`config.mk`:
```
export PLATFORM = sky130hd
export DESIGN_NAME = pwm_floor_gen
export DESIGN_NICKNAME = d
export VERILOG_FILES = /design/src/rtl/pwm_floor_gen.sv
export SDC_FILE = /design/constraint.sdc
export NUM_CORES = 1
export LEC_CHECK = 0
export BUFFER_PORTS_ARGS = -buffer_cell sky130_fd_sc_hd__buf_2
export CAP_MARGIN = 20
export CORE_MARGIN = 3
export CORE_UTILIZATION = 50
export CTS_BUF_LIST = sky130_fd_sc_hd__clkbuf_4 sky130_fd_sc_hd__clkbuf_8 sky130_fd_sc_hd__clkbuf_16
export DETAILED_ROUTE_END_ITERATION = 6
export GPL_ROUTABILITY_DRIVEN = 1
export PLACE_DENSITY = 0.83
export SETUP_SLACK_MARGIN = 0.3
export SLEW_MARGIN = 20
export SYNTH_ARGS = -nofsm -noshare
export SYNTH_HDL_FRONTEND = slang
export SYNTH_SLANG_ARGS = --single-unit
```
`constraint.sdc`:
```
create_clock -name clk -period 2.6 [get_ports clk]
set_clock_uncertainty 0.05 [all_clocks]
set_input_delay 0.52 -clock clk [delete_from_list [all_inputs] [get_ports clk]]
set_output_delay 0.52 -clock clk [all_outputs]
set_load 0.01 [all_outputs]
```
`src/rtl/pwm_floor_gen.sv`:
```
module pwm_floor_gen #(
  parameter int RAMP_W  = 8,
  parameter int CMD_LO  = 8,
  parameter int CMD_HI  = 248,
  parameter int BIAS_TH = 32
) (
  input  logic              clk,
  input  logic              rst_n,
  input  logic [RAMP_W-1:0] cmd_code,
  input  logic [RAMP_W-1:0] floor_code,
  input  logic              floor_en,
  input  logic              oc_trip,
  input  logic              gate_ok,
  input  logic              osc_ok,
  input  logic              drive_en,
  output logic              hs_en,
  output logic              ls_en,
  output logic              bias_en
);
  localparam logic [RAMP_W-1:0] LO_C   = RAMP_W'(CMD_LO);
  localparam logic [RAMP_W-1:0] HI_C   = RAMP_W'(CMD_HI);
  localparam logic [RAMP_W-1:0] BIAS_C = RAMP_W'(BIAS_TH);

  logic [RAMP_W-1:0] ramp;
  logic oc_lat, hs_q, ls_q;
  logic wrap, cmd_on, floor_on, demand, hs_want, ls_want;

  assign wrap     = (ramp == '1);
  assign cmd_on   = (cmd_code >= HI_C) || ((cmd_code >= LO_C) && (ramp < cmd_code));
  assign floor_on = floor_en && (ramp < floor_code);
  assign demand   = cmd_on || floor_on;
  assign hs_want  = demand && !oc_lat && !oc_trip && gate_ok;
  assign ls_want  = !hs_want && osc_ok;

  always_ff @(posedge clk or negedge rst_n) begin
    if (!rst_n) begin
      ramp   <= '0;
      oc_lat <= 1'b0;
      hs_q   <= 1'b0;
      ls_q   <= 1'b0;
    end else begin
      ramp   <= ramp + 1'b1;
      oc_lat <= wrap ? 1'b0 : (oc_lat || (oc_trip && demand));
      hs_q   <= hs_want && !ls_q;
      ls_q   <= ls_want && !hs_q;
    end
  end

  assign hs_en   = hs_q && drive_en;
  assign ls_en   = ls_q && drive_en;
  assign bias_en = floor_en || (cmd_code >= BIAS_C);


  no_overlap_chk: assert property (@(posedge clk) disable iff (!rst_n)
    !(hs_en && ls_en));


  dead_gap_chk: assert property (@(posedge clk) disable iff (!rst_n)
    $rose(ls_q) |-> !$past(hs_q));


  oc_blank_chk: assert property (@(posedge clk) disable iff (!rst_n)
    oc_lat |-> !hs_q);


  gate_cut_chk: assert property (@(posedge clk) disable iff (!rst_n)
    !gate_ok |=> !hs_q);


  no_rect_chk: assert property (@(posedge clk) disable iff (!rst_n)
    !osc_ok |=> !ls_q);
endmodule

```
# Word level (Yosys, flattened, before mapping)
# Cells that the tools add are included.
# word_totals
regBits	11
inputBits	23
output_inout_bits	3
elab_cells	32
# op_classes
n_addsub	1
n_lt_le_gt_ge	5
n_eq_ne	1
muxes	1
n_reduce_logical	20
# ops
operator	count
8-bit < comparator	2
1-bit logical AND	11
8-bit by 1-bit adder with 8-bit output (second input constant)	1
8-bit equality test (second input constant)	1
8-bit by 4-bit >= comparator with 1-bit output (second input constant)	1
8-bit by 6-bit >= comparator with 1-bit output (second input constant)	1
8-bit >= comparator (second input constant)	1
1-bit zero test	5
1-bit logical OR	4
1-bit two-way mux	1

# Depth between registers and ports, before layout
# logic_depth
depth_word	10
mapped_depth	6
depth_no_buf	6

# Worst setup path before layout
# Ideal clock, no wire load.
# synth_path
kind	input -> output
start	input cmd_code[5]
end	output bias_en
t_arrival_ns	1.190
required_ns	2.030
path_slack_ns	0.840
path_stages	2
n_path_buf	0
cell_sequence	or3_1 -> or2_2
# synth_via
elab_chain_len	2
# synth_rtl
item	line_no	source
from (decl)	9	input logic [RAMP_W-1:0] cmd_code,
8-bit by 6-bit >= comparator with 1-bit output	51	assign bias_en = floor_en || (cmd_code >= BIAS_C);
1-bit logical OR	51	
to (decl)	18	output logic bias_en
# No other way between the ends.

# Worst setup path after layout
# Ends and elaborated chain as after synthesis.

==> summary.md <==
| Metric | Value |
|---|---|
| Worst Max-Slew Pin Slew | `0.272 ns` |
| H-tree depth reported by CTS | `1` |
| Sequential element share of the synthesized area | `0.312` |
| Setup repair bufs after CTS | `0` |
| Max rail drop VDD | `0.285 mV` |
| Initial core utilization | `0.560` |
| Leakage Power | `0.000590 uW` |
| Worst-skew pair later-pin latency | `between 0.2 and 0.3 ns` |
| Setup Viol. Count Final | `0` |
| Vias/cell | `5.36` |
| Die X | `48 um` |
| Arrival @ worst endpoint | `around 1.4 ns` |
| Beginning of the worst register-to-register path | `ramp[3]` |
| Total number of vias | `roughly 740` |
| Drc violations | `0` |
| Relative area change from synthesis to final layout | `19.9%` |
| Hold WC Path Type | `input pin to asynchronous set/reset pin` |
| Combinational share of power | `0.166` |
| Crit path max fanout | `3` |
| Share of layout cells above drive strength 1 | `0.289` |
| Tmin final | `about 2.0 ns` |
| Aggregate routed wire length | `approximately 1.8 mm` |
| Relative contribution of sequential cells to total power | `0.487` |
| CTS max path bufs | `2` |
| Maximum number of pins on one net before global-route repair | `12` |
| Pwr per Cell Area | `between 300 and 400 nW/um^2` |
| Yosys warning total | `0` |
| Endpoint required time on the critical path | `2.03 ns` |
| Count of different cell masters after synthesis | `31` |
| Number of antenna violations at the first check in global routing | `0` |
| Total routing resource utilization after global routing | `0.169` |
| Count of input and output buffers | `25` |
| Placeable Area | `roughly 1600 sq um` |
| Wire length of the first global-routing pass | `2.68 mm` |
| Average cell area after synthesis | `around 9.6 sq um` |
| NetSw | `just over 80 uW` |
| TritonCTS clock tree | `built` |
| Met3 layer usage reported by global route | `0.0188` |
| Total standard cell area after synthesis | `around 900 sq um` |
| Share of synthesized cell area in and, or, nand and nor gates | `0.150` |
| Post-CTS Hold Fix Bufs | `0` |
| Remaining antenna violation count after routing | `0` |
| Worst rel slew slack | `0.817` |
| Most used flip-flop cell after synthesis | `sky130_fd_sc_hd__dfrtp_1` |
| Worst Hold Slack | `between 0.05 and 0.06 ns` |
| Std-Cell Rows | `14` |
| Final total negative setup slack | `0 ns` |
| Number of DRC markers in iteration 0 | `3` |
| Endpoint of the worst register-to-register path | `ls_q` |
| Number of synthesized flops with an enable pin | `0` |
| Met2 Usage GRT | `0.288` |
| Die H | `roughly 48 um` |
| Setup repair after global routing missed its margin | `false` |
| Most frequent cells in the layout | `sky130_fd_sc_hd__buf_2 (25), sky130_fd_sc_hd__inv_1 (17), sky130_fd_sc_hd__ha_1 (15), sky130_fd_sc_hd__dfrtp_1 (11), sky130_fd_sc_hd__nand2_1 (5)` |
| Gr busiest metal | `met2` |
| Final hold vios | `0` |
| CTS Sinks | `11` |
| IO Pins | `26` |
| Number of register bits inferred by synthesis | `11` |
| Dominant combinational cell family by area after synthesis | `adder cells` |
| Share of the synthesized area in compound gates (AO/OA/AOI/OAI) | `0.193` |
| Length of the first detailed-routing pass in iterations | `4` |
| Clock input transition at the sequential cells of the worst setup and hold paths | `roughly 0.07 ns` |
| Number of instances in the synthesized netlist | `92` |
| Number of diodes | `0` |
| Share of the clock period used by the worst path | `0.769` |
| Max Cap Violations | `0` |
| CTS Root Buffer Type | `sky130_fd_sc_hd__clkbuf_4` |
| Global-route met1 utilization | `0.205` |
| Async set-or-reset flop fraction in the synthesized netlist | `1.00` |
| Startpoint class of the critical path | `input pin` |
| Routability cong. | `a little under 0.8` |
| Post-synthesis net count | `130` |
| Switching share of power | `0.235` |
| Post-cts resize count | `0` |
| Crit end category | `output port` |
| Multiplexer share of the synthesized area | `0` |
| Fmax | `500 MHz` |
| Result of the run | `completed` |
| Share of total power in the clock network | `0.346` |
| Xor and xnor fraction of the mapped netlist area | `0.0596` |
| Cts bufs inserted | `3` |
| Fill cell total of the finished layout | `between 100 and 150` |
| Reg-to-reg slack, setup | `roughly 0.84 ns` |
| Global-route congestion overflow total | `0` |
| R2R depth | `5` |
| Avg WL per Cell | `12.8 um` |
| Crit path kind | `input pin to output port` |
| HPWL after DPL | `1.52 mm` |
| Die area | `around 2300 sq um` |
| Most frequent standard cell in the layout excluding fill and tap cells | `sky130_fd_sc_hd__buf_2` |
| Slew Viols, Final | `0` |
| Design internal power | `around 270 uW` |
| Via count of the first global-routing pass | `between 600 and 700` |
| Area share of fa/ha/maj cells after synthesis | `0.213` |
| Net total in the final layout | `160` |
[cells by family after synthesis]
| kind of cell | after synthesis |
|---|---|
| and+or+nand+nor | 24 |
| DFF | 11 |
| AOI/OAI and AO/OA | 19 |
| adders and majority gates | 15 |
| buffers and inverters | 17 |
| xor gates and xnor gates | 6 |
[worst max path at each step]
stage	startpoint	endpoint	slack, ns	cells after the start
after floorplan	cmd_code[5]	bias_en	0.84	2
after global routing	cmd_code[5]	bias_en	0.55	4
after CTS	cmd_code[5]	bias_en	0.60	4
after detailed placement	cmd_code[5]	bias_en	0.60	4
after global placement	cmd_code[5]	bias_en	0.62	4
final	cmd_code[5]	bias_en	0.60	4
[power by group through the flow]
stage / clock network (uW) / logic [uW] / registers, uW
after global routing: 130 / 66.8 / 173
final: 123 / 59.0 / 173
after detailed placement: 0 / 59.4 / 176
after global placement: 0 / 57.0 / 176
after CTS: 126 / 59.8 / 173
after floorplan: 0 / 30.3 / 176
[critical path, stage by stage]
cell and delay [ns]:
sky130_fd_sc_hd__buf_2 0.11, sky130_fd_sc_hd__or3_1 0.38, sky130_fd_sc_hd__or2_2 0.28, sky130_fd_sc_hd__buf_2 0.14
[cell usage after synthesis, types with 2 or more instances]
cell / count / area (sq um)
sky130_fd_sc_hd__inv_1: 17 / 63.8
sky130_fd_sc_hd__ha_1: 15 / 188
sky130_fd_sc_hd__dfrtp_1: 11 / 275
sky130_fd_sc_hd__nand2_1: 5 / 18.8
sky130_fd_sc_hd__nand3_1: 4 / 20.0
sky130_fd_sc_hd__nor2_1: 4 / 15.0
sky130_fd_sc_hd__nor2b_1: 3 / 18.8
sky130_fd_sc_hd__o21ai_0: 3 / 15.0
sky130_fd_sc_hd__xnor2_1: 3 / 26.3
sky130_fd_sc_hd__xor2_1: 3 / 26.3
sky130_fd_sc_hd__a21oi_1: 2 / 10.0
sky130_fd_sc_hd__and2_1: 2 / 12.5
sky130_fd_sc_hd__nand4_1: 2 / 12.5
[flip-flops by register name, indices dropped and copies added (netlist names)]
| signal | flops |
|---|---|
| hs_q | 1 |
| ramp | 8 |
| oc_lat | 1 |
| ls_q | 1 |
[area by class of cell]
cell class	instances	area [sq um]	share of cell area
clock buffers	4	30.0	0.0284
inverters	17	63.8	0.0604
multi-input cells	64	543	0.514
flip-flops and latches	11	275	0.260
well taps	16	20.0	0.0189
repair buffers	25	125	0.118
[through the flow]
stage	instance area [sq um]	cells	power [uW]	utilization	setup slack, ns
after CTS	1060	137	359	0.671	0.598
final	1060	137	354	0.671	0.600
after detailed placement	1030	133	235	0.652	0.597
after global routing	1060	137	369	0.671	0.548
after global placement	1030	133	233	0.652	0.624
after floorplan	882	92	206	-	0.840
[metal layers]
metal / part of all wire / up-vias
li1: - / 382
met1: 0.43 / 332
met2: 0.51 / 17
met3: 0.044 / 4
met4: 0.016 / 0
met5: 0 / -
Note: power is estimated with default switching activity, not from simulation.
